`config.mk`:
```
export PLATFORM = sky130hd
export DESIGN_NAME = tso_serializer_out
export DESIGN_NICKNAME = d
export VERILOG_FILES = /design/src/rtl/tso_pkg.sv /design/src/rtl/tso_cmd_stage.sv /design/src/rtl/tso_oe_reg.sv /design/src/rtl/tso_level_fsm.sv /design/src/rtl/tso_serializer_out.sv
export SDC_FILE = /design/constraint.sdc
export NUM_CORES = 1
export LEC_CHECK = 0
export ABC_AREA = 1
export ABC_CLOCK_PERIOD_IN_PS = 3730
export BUFFER_PORTS_ARGS = -buffer_cell sky130_fd_sc_hd__buf_4
export CORE_AREA = 3 3 40 42
export CTS_CLUSTER_DIAMETER = 30
export DETAILED_ROUTE_END_ITERATION = 7
export DIE_AREA = 0 0 43 45
export PLACE_DENSITY = 0.8
export SLEW_MARGIN = 20
export SYNTH_ARGS = -nofsm -noshare
export SYNTH_HDL_FRONTEND = slang
export SYNTH_SLANG_ARGS = --single-unit
```
`constraint.sdc`:
```
create_clock -name clk_i -period 3.73 [get_ports clk_i]
set_clock_uncertainty 0.15 [all_clocks]
set_input_delay 0.746 -clock clk_i [delete_from_list [all_inputs] [get_ports clk_i]]
set_output_delay 0.746 -clock clk_i [all_outputs]
set_load 0.005 [all_outputs]
```
`src/rtl/tso_pkg.sv`:
```
package tso_pkg;

    // Command targets; the numeric codes are part of the interface contract.
    typedef enum logic [1:0] {
        CMD_LEVEL = 2'd0,
        CMD_OE    = 2'd1,
        CMD_SENSE = 2'd2,
        CMD_SPARE = 2'd3
    } cmd_tgt_t;

    // Held pin level.
    typedef enum logic {
        ST_LOW  = 1'b0,
        ST_HIGH = 1'b1
    } lvl_state_t;

    // Per-cycle transition taken by the level machine.
    typedef enum logic [1:0] {
        TR_HOLD   = 2'd0,
        TR_RISE   = 2'd1,
        TR_FALL   = 2'd2,
        TR_REPEAT = 2'd3
    } lvl_trans_t;

endpackage

```
`src/rtl/tso_cmd_stage.sv`:
```
module tso_cmd_stage
    import tso_pkg::*;
#(
    parameter int FINE_W = 3
) (
    input  logic              clk_i,
    input  logic              rst_ni,
    input  logic              stb_i,
    input  logic [1:0]        addr_i,
    input  logic              data_i,
    input  logic [FINE_W-1:0] fine_i,
    output logic              lvl_vld_o,
    output logic              oe_vld_o,
    output logic              data_o,
    output logic [FINE_W-1:0] fine_o
);

    logic     lvl_hit;
    logic     oe_hit;
    cmd_tgt_t tgt;

    always_comb begin
        tgt     = cmd_tgt_t'(addr_i);
        lvl_hit = 1'b0;
        oe_hit  = 1'b0;
        unique case (tgt)
            CMD_LEVEL: lvl_hit = stb_i;
            CMD_OE:    oe_hit  = stb_i;
            CMD_SENSE: ;
            CMD_SPARE: ;
        endcase
    end

    always_ff @(posedge clk_i or negedge rst_ni) begin
        if (!rst_ni) begin
            lvl_vld_o <= 1'b0;
            oe_vld_o  <= 1'b0;
            data_o    <= 1'b0;
            fine_o    <= '0;
        end else begin
            lvl_vld_o <= lvl_hit;
            oe_vld_o  <= oe_hit;
            data_o    <= data_i;
            fine_o    <= fine_i;
        end
    end

    // Only one of the two decoded command kinds can be live.
    p_one_kind_r7: assert property (@(posedge clk_i) disable iff (!rst_ni)
        !(lvl_vld_o && oe_vld_o));

endmodule

```
`src/rtl/tso_oe_reg.sv`:
```
module tso_oe_reg (
    input  logic clk_i,
    input  logic rst_ni,
    input  logic oe_vld_i,
    input  logic data_i,
    output logic oe_o
);

    always_ff @(posedge clk_i or negedge rst_ni) begin
        if (!rst_ni) begin
            oe_o <= 1'b0;
        end else if (oe_vld_i) begin
            oe_o <= data_i;
        end
    end

    p_oe_follow_r5: assert property (@(posedge clk_i) disable iff (!rst_ni)
        oe_vld_i |=> (oe_o == $past(data_i)));

    p_oe_keep_r7: assert property (@(posedge clk_i) disable iff (!rst_ni)
        !oe_vld_i |=> $stable(oe_o));

endmodule

```
`src/rtl/tso_level_fsm.sv`:
```
module tso_level_fsm
    import tso_pkg::*;
#(
    parameter int WORD_W = 8,
    parameter int FINE_W = 3
) (
    input  logic              clk_i,
    input  logic              rst_ni,
    input  logic              lvl_vld_i,
    input  logic              data_i,
    input  logic [FINE_W-1:0] fine_i,
    output logic [WORD_W-1:0] word_o
);

    lvl_state_t        state_q;
    lvl_state_t        state_d;
    lvl_trans_t        trans;
    logic [WORD_W-1:0] edge_mask;
    logic [WORD_W-1:0] word_d;

    // Slots at or after the fine position take the new level.
    for (genvar b = 0; b < WORD_W; b++) begin : g_mask
        assign edge_mask[b] = (FINE_W'(b) >= fine_i);
    end

    always_comb begin
        trans = TR_HOLD;
        if (lvl_vld_i) begin
            unique case (state_q)
                ST_LOW:  trans = data_i ? TR_RISE : TR_REPEAT;
                ST_HIGH: trans = data_i ? TR_REPEAT : TR_FALL;
            endcase
        end
    end

    always_comb begin
        state_d = state_q;
        unique case (trans)
            TR_RISE:   state_d = ST_HIGH;
            TR_FALL:   state_d = ST_LOW;
            TR_HOLD:   state_d = state_q;
            TR_REPEAT: state_d = state_q;
        endcase
    end

    always_comb begin
        word_d = {WORD_W{state_q == ST_HIGH}};
        unique case (trans)
            TR_RISE:   word_d = edge_mask;
            TR_FALL:   word_d = ~edge_mask;
            TR_HOLD:   word_d = {WORD_W{state_q == ST_HIGH}};
            TR_REPEAT: word_d = {WORD_W{state_q == ST_HIGH}};
        endcase
    end

    // State register.
    always_ff @(posedge clk_i or negedge rst_ni) begin
        if (!rst_ni) begin
            state_q <= ST_LOW;
        end else begin
            state_q <= state_d;
        end
    end

    // Output register.
    always_ff @(posedge clk_i or negedge rst_ni) begin
        if (!rst_ni) begin
            word_o <= '0;
        end else begin
            word_o <= word_d;
        end
    end

    p_last_slot_r2: assert property (@(posedge clk_i) disable iff (!rst_ni)
        lvl_vld_i |=> (word_o[WORD_W-1] == $past(data_i)));

    p_first_slot_keeps_r2: assert property (@(posedge clk_i) disable iff (!rst_ni)
        (lvl_vld_i && fine_i != '0) |=> (word_o[0] == $past(state_q == ST_HIGH)));

    p_steady_r3: assert property (@(posedge clk_i) disable iff (!rst_ni)
        !lvl_vld_i |=> (word_o == {WORD_W{word_o[0]}}));

    p_repeat_flat_r6: assert property (@(posedge clk_i) disable iff (!rst_ni)
        (lvl_vld_i && (data_i == (state_q == ST_HIGH))) |=> (word_o == {WORD_W{word_o[0]}}));

endmodule

```
`src/rtl/tso_serializer_out.sv`:
```
module tso_serializer_out
    import tso_pkg::*;
#(
    parameter int WORD_W = 8,
    localparam int FINE_W = $clog2(WORD_W)
) (
    input  logic              clk_i,
    input  logic              rst_ni,
    input  logic              stb_i,
    input  logic [1:0]        addr_i,
    input  logic              data_i,
    input  logic [FINE_W-1:0] fine_i,
    output logic [WORD_W-1:0] word_o,
    output logic              oe_o
);

    logic              ev_lvl_vld;
    logic              ev_oe_vld;
    logic              ev_data;
    logic [FINE_W-1:0] ev_fine;

    tso_cmd_stage #(.FINE_W(FINE_W)) u_cmd (
        .clk_i     (clk_i),
        .rst_ni    (rst_ni),
        .stb_i     (stb_i),
        .addr_i    (addr_i),
        .data_i    (data_i),
        .fine_i    (fine_i),
        .lvl_vld_o (ev_lvl_vld),
        .oe_vld_o  (ev_oe_vld),
        .data_o    (ev_data),
        .fine_o    (ev_fine)
    );

    tso_level_fsm #(.WORD_W(WORD_W), .FINE_W(FINE_W)) u_fsm (
        .clk_i     (clk_i),
        .rst_ni    (rst_ni),
        .lvl_vld_i (ev_lvl_vld),
        .data_i    (ev_data),
        .fine_i    (ev_fine),
        .word_o    (word_o)
    );

    tso_oe_reg u_oe (
        .clk_i    (clk_i),
        .rst_ni   (rst_ni),
        .oe_vld_i (ev_oe_vld),
        .data_i   (ev_data),
        .oe_o     (oe_o)
    );

    p_level_latency_r4: assert property (@(posedge clk_i) disable iff (!rst_ni)
        (stb_i && addr_i == 2'd0) |=> ##1 (word_o[WORD_W-1] == $past(data_i, 2)));

    p_ignored_oe_r7: assert property (@(posedge clk_i) disable iff (!rst_ni)
        (stb_i && addr_i[1]) |=> ##1 $stable(oe_o));

endmodule

```
## Word level (Yosys, flattened, before mapping)

Cells that the tools add are included.

| cells by class | value |
|---|---|
| eq/ne operators | 4 |
| bitwise logic cells | 2 |
| mux-type cells | 8 |
| reductions and logical operators | 3 |
| $lt $le $gt $ge | 8 |

Operators with widths:

| kind | count |
|---|---|
| 8-bit one-hot mux with 3 select lines | 1 |
| 3-bit greater-or-equal comparator (first input constant) | 4 |
| 8-bit inverter | 1 |
| 1-bit by 3-bit greater-or-equal comparator with 1-bit output (first input constant) | 2 |
| 2-bit by 3-bit greater-or-equal comparator with 1-bit output (first input constant) | 2 |
| 2-bit by 1-bit == test with 1-bit output (second input constant) | 2 |
| 2-bit == test (second input constant) | 2 |
| 2-bit zero test | 2 |
| 2-bit 2-to-1 mux | 2 |
| 2-bit one-hot mux with 2 select lines | 1 |
| 1-bit 2-to-1 mux | 3 |
| 1-bit one-hot mux with 2 select lines | 1 |
| 2-bit OR reduction | 1 |
| 1-bit inverter | 1 |

| storage, ports and cells | value |
|---|---|
| input port bits | 9 |
| output and inout port bits | 9 |
| bits in registers | 16 |
| word-level logic and storage cells | 32 |

## Depth between registers and ports, before layout

Gate-level depths: netlist (run 1).

| logic depth | value |
|---|---|
| depth after elaboration | 6 |
| mapped depth | 9 |
| depth with buffers taken out | 9 |

## Modules after synthesis

From an unflattened synthesis (run 1), not the netlist that was laid out.

| unflattened totals | value |
|---|---|
| cell total of the unflattened synthesis | 72 |
| area, all modules | 654.4 µm² |

Modules (own cells, without submodules):

| module | sequential area each (µm²) | area each (µm²) | instances | cells each |
|---|---|---|---|---|
| tso_level_fsm | 225.2 | 445.4 | 1 | 56 |
| tso_cmd_stage | 150.1 | 168.9 | 1 | 11 |
| tso_oe_reg | 25.0 | 40.0 | 1 | 5 |

## Worst setup path after synthesis (run 1)

Ideal clock, no wire load.

| path | value |
|---|---|
| kind | register to register |
| start point | register u_cmd.data_o |
| end point | register u_fsm.word_o[3] |
| setup time | 0.127 ns |
| required time | 3.453 ns |
| data arrival time | 1.242 ns |
| period minus slack after synthesis | 1.520 ns |
| cell stages (with the launch flop) | 7 |
| path slack | 2.210 ns |
| path buffers | 0 |
| path through | dfrtp_1 o21ai_0 ha_1 nand2_1 o21ai_2 nand2_1 o21ai_0 |

| on the way | value |
|---|---|
| longest elaborated chain between the ends | 6 |
| elaborated cells between the ends (all ways) | 10 |
| classes of those cells | eq/ne (3); mux (5); reduce/logical (2) |

RTL lines:

| item | RTL line | source |
|---|---|---|
| start: declaration | tso_cmd_stage.sv:14 | `output logic data_o,` |
| start signal: assignment | tso_cmd_stage.sv:43 | `data_o <= data_i;` |
| 1-bit 2-to-1 mux / 2-bit 2-to-1 mux (equally long branches) | tso_level_fsm.sv:31, tso_level_fsm.sv:30 |  |
| 2-bit one-hot mux with 2 select lines * | tso_level_fsm.sv:29 | `unique case (state_q)` |
| 2-bit 2-to-1 mux * | tso_level_fsm.sv:28 | `if (lvl_vld_i) begin` |
| 2-bit == test / 2-bit zero test (equally long branches) | tso_level_fsm.sv:48 | `unique case (trans)` |
| 2-bit OR reduction (no line) | n/a |  |
| 8-bit one-hot mux with 3 select lines * | tso_level_fsm.sv:48 |  |
| net u_fsm.word_d[3] | tso_level_fsm.sv:19 | `logic [WORD_W-1:0] word_d;` |
| end signal: assignment | tso_level_fsm.sv:70 | `word_o <= word_d;` |
| end: declaration | tso_level_fsm.sv:12 | `output logic [WORD_W-1:0] word_o` |

The timed path passes the listed nets; every way through them passes the cells marked *.
A chain may end at the register's enable or synchronous reset.

## Final worst setup path (run 1)

| path | value |
|---|---|
| start point | register u_oe.oe_o |
| end point | output port oe_o |

RTL lines:

| item | RTL line | source |
|---|---|---|
| start: declaration | tso_oe_reg.sv:6 | `output logic oe_o` |
| start signal: assignment | tso_oe_reg.sv:13 | `oe_o <= data_i;` |
| end: declaration | tso_serializer_out.sv:14 | `output logic oe_o` |

No word-level cell between the ends.

==> metrics.cfg, run 1 <==
[pwr]
vdd_drop_max_mv=0.226
p_per_area_nw_per_um2=544
p_leak_nw=0.445

[sta]
drv_slew=0
holdWs_ns=0.147
slew_headroom=0.837
rsz0062_at_grt=false
max_freq_mhz=585
setup_viol=0
min_period_ns=1.71
finalHoldViolations=0
tightest_slew_ns=0.242
post-route-period-util=0.459
fin_tns_setup_ns=0

[worst_setup_path]
cp_top_family=flip-flops
crit_chain=buf_4
crit_required_ns=2.83
cp.depth=1
slowest_stage=dfrtp_1
path_class=reg -> out
worstPathMaxFanout=2
start_kind=register
cp.arrival_ns=0.81
crit_path_max_incr_delay_ns=0.39
worstSetupEndpointType=primary output
path_buf_inv=1
reg2regPathDepth=6

[run]
max-cap-violations=0

[cells_and_area]
antenna_cells=0
multiInputGateArea_sq_um=221
seqCellArea_sq_um=400
fin_cells=103
final_nets=100
drive_above_1_share=0.284
syn_to_final_growth_pct=28.0
fillers=107

[cts]
cts_hold_buffers=0
clk_path_buf_depth=2
cts_buffers=3
path_clk_slew_ns=0.08
cts_root_buf=clkbuf_4
htreeDepth=1
cts_tree=yes
clock-sinks=16
clock_latency_ns=0.28
cts.repair.resized=0
cts_setup_buffers=0

[floorplanning]
ios=18
dieArea_sq_um=1940
die_h_um=45
coreArea_sq_um=1280
row_count=13
start_util=0.507
die_x_um=43

[placed_design]
placed_cells=99
gp_congestion=0.793
dp_hpwl_um=805
port_buffers=17

[detailed_routing]
ant_nets=0
vias=507
viasPerCell=4.92
wl_um=1050
drc_errors=0
wl_per_cell_um=10.2
first_pass_iters=4
drt_iter0_drc=5

[grt]
grt_overflow=0
grt_util_all_layers=0.120
grt_max_degree=17
antenna_found_initial=0
grt_pass1_wl_um=1740
grt_pass1_vias=467

[status]
outcome=complete, no violations

[synth]
syn_avg_cell_area_sq_um=9.73
yosysWarnings=0
synth_area_sq_um=652
syn_inst=67
synthDistinctLibCells=13
yosysSeqAreaShare=0.614
syn_nets=78
ys_ff_latch=16

[min_path]
min_path_type=in -> async

==> synthesized netlist by cell type <==
master	number	area [sq um]
nand2_1	19	71.3
dfrtp_1	16	400
inv_1	7	26.3
o21ai_0	7	35.0
nand3_1	6	30.0
nor2_1	3	11.3
ha_1	2	25.0
o21ai_2	2	17.5
inv_2	1	3.75
mux2_2	1	11.3
nand3b_1	1	7.51
nor3b_1	1	7.51
o21ai_1	1	5.00
==> flip-flops by register name, summed over array words and instances, names as in the netlist <==
| register | count |
|---|---|
| u_cmd.lvl_vld_o | 1 |
| u_oe.oe_o | 1 |
| u_fsm.state_q | 1 |
| u_cmd.oe_vld_o | 1 |
| u_cmd.fine_o | 3 |
| u_cmd.data_o | 1 |
| u_fsm.word_o | 8 |
==> where the power goes <==
part / total [mW] / switching, mW / internal, mW
registers: 0.223 / 0.0123 / 0.210
clock network: 0.110 / 0.0501 / 0.0594
logic: 0.122 / 0.0581 / 0.0635
total: 0.454 / 0.120 / 0.333
==> layer usage <==
metal / up-vias / global-route usage / share of wire
met1: 231 / 0.137 / 0.41
met2: 20 / 0.210 / 0.50
li1: 254 / - / -
met5: - / 0 / 0
met3: 2 / 0.0120 / 0.069
met4: 0 / 0.0904 / 0.017
==> logic make-up (layout without fill, tap and decap cells) <==
group,Yosys count,after routing,share of synthesized area
compound gates,10,10,0.0883
buf+inv,8,29,0.0461
mux,1,1,0.0173
simple gates,30,30,0.196
fa+ha+maj,2,2,0.0384
flops,16,16,0.614
==> placed cells by master (no fill, tap or decap) <==
master and count:
nand2_1 19, buf_4 17, dfrtp_1 16, inv_1 7
o21ai_0 7, nand3_1 6, nor2_1 3, clkbuf_4 3
o21ai_2 2, ha_1 2, inv_2 1, o21ai_1 1
nand3b_1 1, nor3b_1 1, mux2_2 1, clkbuf_8 1
==> final cells by class <==
type | instances | area share
flip-flops and latches | 16 | 0.480
multi-input cells | 43 | 0.265
repair buffers | 17 | 0.153
clock buffers | 4 | 0.0435
inverters | 8 | 0.0360
well taps | 15 | 0.0225
==> per-stage QoR <==
stage          cell area (sq um)  total power [mW]  setup slack, ns  utilization
3_3_place_gp                 798             0.345             2.14        0.621
6_report                     835             0.454             2.02        0.649
2_1_floorplan                652             0.281             2.21            -
3_5_place_dp                 798             0.349             2.08        0.621
5_1_grt                      835             0.485             1.92        0.649
4_1_cts                      835             0.461             2.01        0.649
==> worst paths after layout <==
| path | startpoint | endpoint | slack [ns] |
|---|---|---|---|
| min | rst_ni | u_oe.oe_o | 0.15 |
| max reg2reg | u_cmd.data_o | u_fsm.word_o[2] | 2.04 |
| min reg2reg | u_cmd.oe_vld_o | u_oe.oe_o | 0.37 |
| min in group clk_i | u_cmd.oe_vld_o | u_oe.oe_o | 0.37 |
| max | u_oe.oe_o | oe_o | 2.02 |
| max in group asynchronous | rst_ni | u_fsm.word_o[2] | 3.12 |
No activity file was read; power rests on OpenSTA's default activity.
==> run 2, diff against run 1 <==
- ABC_AREA: 1 -> 0
- ABC_CLOCK_PERIOD_IN_PS: 3730 -> 1500
- CORE_AREA: 3 3 40 42 -> unset
- CORE_MARGIN: unset -> 3
- CORE_UTILIZATION: unset -> 43
- DIE_AREA: 0 0 43 45 -> unset
- PLACE_DENSITY: 0.8 -> 0.75
- clock period: 3.73 -> 1.5 ns (I/O delays scaled with it)
==> run 2 against run 1 <==
  * The flow now finishes with violations (negative setup slack)
  * Sequential power is 140% higher
  * Total power is 130% higher
  * Wire length is 19% higher
  * First-iteration DRC count is 60% higher
  * Setup slack worse by 2.1 ns
==> metrics.cfg, run 2 <==
[synth]
synth_top_family_by_area=compound AO/OA/AOI/OAI gates  ; was simple AND/OR/NAND/NOR gates
ys.flop_type=dfrtp_1  ; unchanged
ys_ff_latch=16  ; unchanged
synthXorXnorAreaFrac=0  ; unchanged
ys_async_sr_fraction=1.00  ; unchanged
yosysSeqAreaShare=0.603  ; was 0.614
synth_area_sq_um=664  ; was 652 sq um
synth_top_area_cell=dfrtp_1  ; unchanged
synth.most_common_cell=dfrtp_1  ; was nand2_1
synthDistinctLibCells=27  ; was 13
synth_fa_ha_area_frac=0.0377  ; was 0.0384
syn_inst=54  ; was 67
yosysWarnings=0  ; unchanged
synth.area.top_cells=dfrtp_1, a21oi_1, ha_1  ; was dfrtp_1, nand2_1, o21ai_0
synthTopCellsByCount=dfrtp_1, a21oi_1, inv_1, o21ai_0  ; was nand2_1, dfrtp_1, inv_1, o21ai_0, nand3_1
muxShareOfSynthArea=0.0320  ; was 0.0173
syn_avg_cell_area_sq_um=12.3  ; was 9.73 sq um
syn_nets=65  ; was 78
yosys.area_share.simple=0.0678  ; was 0.196
synth-edff-count=0  ; unchanged
synth_top_area_share=0.603  ; was 0.614
synth_compound_area_frac=0.194  ; was 0.0883

[grt]
grt_pass1_wl_um=2190  ; was 1740 um
met2_usage=0.249  ; was 0.210
antenna_found_initial=0  ; unchanged
grt_util_all_layers=0.152  ; was 0.120
grt_overflow=0  ; unchanged
top_usage_layer=met2  ; unchanged
grt_pass1_vias=522  ; was 467
met1_usage=0.189  ; was 0.137
grtUsageMet3=0.0478  ; was 0.0120
grt_max_degree=17  ; unchanged

[cells_and_area]
multiInputGateArea_sq_um=274  ; was 221 sq um
seqCellArea_sq_um=400  ; unchanged
final_common_cell=buf_4  ; was nand2_1
syn_to_final_growth_pct=45.6  ; was 28.0%
final_nets=93  ; was 100
utilization=0.708  ; was 0.649
largest_reg_flops=8  ; unchanged
regMostFlops=u_fsm.word_o  ; unchanged
fillers=108  ; was 107
layout_common_cells=buf_4, dfrtp_1, a21oi_1, dlygate4sd3_1  ; was nand2_1, buf_4, dfrtp_1
drive_above_1_share=0.469  ; was 0.284
final_area_sq_um=967  ; was 835 sq um
reg.largest.list=u_fsm.word_o: 8 flops, u_cmd.fine_o: 3 flops  ; unchanged
antenna_cells=0  ; unchanged

[placed_design]
dp_slack_ns=-0.101  ; was 2.08 ns
gp_congestion=0.742  ; was 0.793
port_buffers=17  ; unchanged
dp_hpwl_um=771  ; was 805 um
place_area_sq_um=830  ; was 798 sq um

[pwr]
p_per_area_nw_per_um2=1090  ; was 544 nW/um^2
p_leak_nw=0.433  ; was 0.445 nW
power_mw=1.05  ; was 0.454 mW
vdd_drop_max_mv=0.766  ; was 0.226 mV

[worst_setup_path]
path_class=reg -> reg  ; was reg -> out
worstSetupEndpointType=register  ; was primary output
start_kind=register  ; unchanged
r2r_setup_slack_ns=-0.03  ; was 2.04 ns
crit_end=u_fsm.word_o[3]  ; was oe_o
critPathLaunch=u_cmd.data_o  ; was u_oe.oe_o
r2r_start=u_cmd.data_o  ; unchanged
crit_path_max_incr_delay_ns=0.40  ; was 0.39 ns
crit_required_ns=1.51  ; was 2.83 ns
worstPathMaxFanout=3  ; was 2
crit_chain=buf_6 -> o21ai_4 -> ha_4 -> a221oi_2 -> a21oi_1  ; was buf_4
reg2regPathDepth=5  ; was 6
r2r-end=u_fsm.word_o[3]  ; was u_fsm.word_o[2]
slowest_stage=dfrtp_1  ; unchanged
cp.arrival_ns=1.55  ; was 0.81 ns

[cts]
clock_latency_ns=0.29  ; was 0.28 ns
clk_path_buf_depth=2  ; unchanged
path_clk_slew_ns=0.09  ; was 0.08 ns
cts_tree=yes  ; unchanged
clock-sinks=16  ; unchanged
htreeDepth=1  ; unchanged
cts_buffers=3  ; unchanged
cts_root_buf=clkbuf_4  ; unchanged

[sta]
min_period_ns=1.53
post-route-period-util=1.02
setup_viol=1  ; was 0
finalHoldViolations=0  ; unchanged
drv_slew=0  ; unchanged
tightest_slew_ns=0.384  ; was 0.242 ns
fin_ws_ns=-0.0328  ; was 2.02 ns
slew_headroom=0.744  ; was 0.837
max_freq_mhz=652
rsz0062_at_grt=true  ; was false
fin_tns_setup_ns=-0.0328  ; was 0 ns

[detailed_routing]
wl_um=1250  ; was 1050 um
wl_per_cell_um=13.0  ; was 10.2 um
viasPerCell=5.29  ; was 4.92
vias=508  ; was 507
drt_iter0_drc=8  ; was 5
drc_errors=0  ; unchanged
ant_nets=0  ; unchanged
first_pass_iters=3  ; was 4

[floorplanning]
coreArea_sq_um=1370  ; was 1280 sq um
ios=18  ; unchanged
die_x_um=45.3  ; was 43 um
start_util=0.486  ; was 0.507
die_h_um=45.3  ; was 45 um
dieArea_sq_um=2050  ; was 1940 sq um
row_count=13  ; unchanged

[min_path]
min_path_type=in -> reg  ; was in -> async

[run]
max-cap-violations=0  ; unchanged

[status]
violations=negative setup slack
outcome=finished, violations left  ; was complete, no violations

run 2: changes by cell type in the layout (fill, tap and decap cells not counted), sizes merged, moves of 3 or more:
cell and delta:
dlygate4sd3 +5, buf +5, nand2 -17, inv -4, o21ai -6, nor2 -3
nand3 -5, a21oi +6
run 2: worst max-delay path, delay by kind of cell, from the launching register on:
family / cells / cell delay (ns)
AOI/OAI and AO/OA: 3 / 0.50
adders and majority gates: 1 / 0.25
buffers and inverters: 1 / 0.12
DFF: 1 / 0.40
run 2: cell families after synthesis:
logic type	count (synthesis)
AO/OA/AOI/OAI	19
adder cells (fa/ha/maj)	2
buffers and inverters	8
flip-flops	16
multiplexers	2
AND/OR/NAND/NOR	7
run 2: worst min path at each step:
stage / cells past startpoint / end / from / slack, ns
after floorplan: 0 / u_cmd.data_o / rst_ni / -0.15
after global placement: 1 / u_fsm.word_o[4] / rst_ni / 0.01
after detailed placement: 1 / u_fsm.word_o[6] / rst_ni / 0.02
after CTS: 2 / u_cmd.lvl_vld_o / addr_i[0] / 0.01
after global routing: 2 / u_cmd.lvl_vld_o / addr_i[0] / 0.002
final: 2 / u_cmd.lvl_vld_o / addr_i[0] / 0.02
run 2: power breakdown:
part / internal (mW) / total, mW / switching [mW]
combinational: 0.148 / 0.243 / 0.0949
sequential: 0.494 / 0.527 / 0.0328
clock: 0.148 / 0.282 / 0.134
total: 0.790 / 1.05 / 0.262
run 2: metal layers:
layer	up-vias	part of all wire
met1	239	0.41
met3	2	0.064
li1	250	-
met4	0	0.015
met5	-	0
met2	17	0.51
run 2: metrics by stage:
| step | cells | hold slack (ns) |
|---|---|---|
| 2_1_floorplan | 54 | -0.146 |
| 6_report | 96 | 0.0152 |
| 3_5_place_dp | 83 | 0.0169 |
| 5_1_grt | 96 | 0.00178 |
| 4_1_cts | 96 | 0.0105 |
| 3_3_place_gp | 83 | 0.0144 |
run 2: what timing repair did:
| action | CTS | global route |
|---|---|---|
| hold endpoints to repair | 20 | 0 |
| hold buffers | 5 | 0 |
| buffers inserted | 4 | 0 |
| gates resized for setup | 7 | 1 |
| pin swaps | 3 | 1 |
| setup endpoints to repair | 7 | 7 |
run 2: layout make-up:
class | count | share of cell area
sequential | 16 | 0.414
multi-input combinational | 30 | 0.283
timing repair buffer | 27 | 0.230
clock buffer | 4 | 0.0375
tap | 15 | 0.0194
inverter | 4 | 0.0155
==> run 3, diff against run 2 <==
- CORE_MARGIN: 3 -> 4
==> run 3 against run 2 <==
  * Utilization is 0.072 points higher
  * Largest power group unchanged
  * Setup slack worse by 0.029 ns
  * The flow still finishes with violations (negative setup slack)
  * Clock power hardly changed
  * Wire length is 16% higher
  * Final area is 1.3% higher
  * Register-to-register slack worse by 0.03 ns
  * Die area is 9.0% higher
  * Critical path type unchanged
  * Global-route usage is 1.6 points higher
  * Combinational power is 6% higher
  * Total power is 1.9% higher
==> metrics.cfg, run 3 (synthesis gave the netlist of run 2 again) <==
[worst_setup_path]
start_kind=register  ; unchanged
path_class=reg -> reg  ; unchanged
crit_required_ns=1.51  ; about the same
worstSetupEndpointType=register  ; unchanged
path_buf_inv=1  ; unchanged
cp_top_family=compound AO/OA/AOI/OAI gates  ; unchanged
crit_chain=buf_6 -> o21ai_4 -> ha_4 -> a221oi_2 -> a21oi_1  ; unchanged
cp.arrival_ns=1.57  ; was 1.55 ns
crit_path_max_incr_delay_ns=0.42  ; was 0.40 ns
r2r-end=u_fsm.word_o[3]  ; unchanged
worstPathMaxFanout=4  ; was 3
r2r_start=u_cmd.data_o  ; unchanged
slowest_stage=dfrtp_1  ; unchanged
r2r_setup_slack_ns=-0.06  ; was -0.03 ns
reg2regPathDepth=5  ; unchanged

[cells_and_area]
syn_to_final_growth_pct=47.5  ; was 45.6%
reg.largest.list=u_fsm.word_o: 8 flops, u_cmd.fine_o: 3 flops  ; unchanged
multiInputGateArea_sq_um=287  ; was 274 sq um
antenna_cells=0  ; unchanged
seqCellArea_sq_um=400  ; unchanged
utilization=0.709  ; was 0.708
final_area_sq_um=980  ; was 967 sq um
layout_common_cells=buf_4, dfrtp_1, dlygate4sd3_1  ; was buf_4, dfrtp_1, a21oi_1, dlygate4sd3_1
drive_above_1_share=0.506  ; was 0.469
largest_reg_flops=8  ; unchanged
fillers=101  ; was 108
regMostFlops=u_fsm.word_o  ; unchanged
final_common_cell=buf_4  ; unchanged
final_nets=93  ; unchanged

[run]
max-cap-violations=0  ; unchanged

[placed_design]
place_area_sq_um=837  ; was 830 sq um
dp_hpwl_um=899  ; was 771 um
port_buffers=17  ; unchanged
gp_congestion=0.770  ; was 0.742

[cts]
cts_buffers=3  ; unchanged
htreeDepth=1  ; unchanged
clock-sinks=16  ; unchanged
cts_root_buf=clkbuf_4  ; unchanged
clk_path_buf_depth=2  ; unchanged
clock_latency_ns=0.28  ; was 0.29 ns
path_clk_slew_ns=0.09  ; about the same
cts_tree=yes  ; unchanged

[grt]
grt_pass1_vias=517  ; was 522
grt_util_all_layers=0.168  ; was 0.152
grt_overflow=0  ; unchanged
antenna_found_initial=0  ; unchanged
grt_max_degree=17  ; unchanged
grt_pass1_wl_um=2460  ; was 2190 um

[floorplanning]
row_count=13  ; unchanged
dieArea_sq_um=2240  ; was 2050 sq um
ios=18  ; unchanged
die_h_um=47.3  ; was 45.3 um
start_util=0.481  ; was 0.486
die_x_um=47.3  ; was 45.3 um
coreArea_sq_um=1380  ; was 1370 sq um

[sta]
slew_headroom=0.733  ; was 0.744
setup_viol=7  ; was 1
fin_ws_ns=-0.0614  ; was -0.0328 ns
tightest_slew_ns=0.401  ; was 0.384 ns
post-route-period-util=1.04  ; was 1.02
min_period_ns=1.56  ; was 1.53 ns
rsz0062_at_grt=true  ; unchanged
drv_slew=0  ; unchanged
max_freq_mhz=640  ; was 652 MHz
finalHoldViolations=0  ; unchanged

[detailed_routing]
drc_errors=0  ; unchanged
wl_per_cell_um=15.2  ; was 13.0 um
vias=528  ; was 508
wl_um=1460  ; was 1250 um
viasPerCell=5.50  ; was 5.29
drt_iter0_drc=11  ; was 8
first_pass_iters=4  ; was 3
ant_nets=0  ; unchanged

[pwr]
p_per_area_nw_per_um2=1090  ; about the same
p_seq_frac=0.496  ; was 0.501
p_switching_mw=0.277  ; was 0.262 mW
vdd_drop_max_mv=0.642  ; was 0.766 mV
p_leak_nw=0.435  ; was 0.433 nW
pwr-share-comb=0.240  ; was 0.231
switching_share=0.258  ; was 0.249
pwr-share-clk=0.265  ; was 0.268
internal_power_mw=0.795  ; was 0.790 mW

[min_path]
hold_depth=2  ; unchanged
hold_end=u_cmd.lvl_vld_o  ; unchanged
min_from=addr_i[1]  ; was addr_i[0]
min_path_type=in -> reg  ; unchanged

[status]
violations=negative setup slack  ; unchanged
outcome=finished, violations left  ; unchanged

## run 3: through the flow
stage / total power [mW] / hold WS, ns / setup slack, ns / instances / setup TNS (ns)
6_report: 1.07 / 0.0161 / -0.0614 / 96 / -0.321
5_1_grt: 1.14 / 0.0142 / -0.122 / 96 / -0.697
4_1_cts: 1.08 / 0.0161 / -0.0582 / 96 / -0.156
3_5_place_dp: 0.765 / 0.0190 / -0.104 / 84 / -0.568
3_3_place_gp: 0.758 / 0.0148 / -0.0456 / 84 / -0.102
2_1_floorplan: 0.635 / -0.146 / -0.0130 / 54 / -0.0585
## run 3: power by group through the flow
stage	Combinational, mW	Clock [mW]	Sequential (mW)
floorplan	0.0955	0	0.539
global placement	0.222	0	0.536
detailed placement	0.227	0	0.538
CTS	0.254	0.290	0.531
global route	0.281	0.316	0.539
finish	0.257	0.284	0.531
## run 3: how the worst max path moves through the flow
| stage | depth (start not counted) | end | startpoint | slack [ns] |
|---|---|---|---|---|
| 3_3_place_gp | 6 | u_fsm.word_o[3] | u_cmd.data_o | -0.05 |
| 6_report | 5 | u_fsm.word_o[3] | u_cmd.data_o | -0.06 |
| 2_1_floorplan | 7 | u_fsm.word_o[2] | u_fsm.state_q | -0.01 |
| 4_1_cts | 5 | u_fsm.word_o[3] | u_cmd.data_o | -0.06 |
| 5_1_grt | 5 | u_fsm.word_o[3] | u_cmd.data_o | -0.12 |
| 3_5_place_dp | 6 | u_fsm.word_o[3] | u_cmd.data_o | -0.10 |
## run 3: area by class of cell
type | instances | area share
timing repair buffer | 27 | 0.227
clock buffer | 4 | 0.0370
inverter | 4 | 0.0153
tap | 15 | 0.0192
sequential | 16 | 0.409
multi-input combinational | 30 | 0.292
## run 3: what timing repair did
action	in CTS	in global routing
cloned	0	0
buffers inserted	3	0
resized for setup	9	2
pin swaps	7	1
hold buffers	5	0
hold endpoints to repair	20	0
setup endpoints to repair	8	8
## run 3: worst register-to-register path: cells and delay by family, from the launching register on
kind	cells	cell delay, ns
AO/OA/AOI/OAI	3	0.50
adder cells (fa/ha/maj)	1	0.24
flip-flops	1	0.42
buffers and inverters	1	0.13
## run 3: routing by layer
layer	track usage	up-vias	wire length, um
met5	0	-	0
met4	0.0829	0	17
met1	0.224	264	586
li1	-	249	-
met3	0.0383	2	74
met2	0.257	13	777
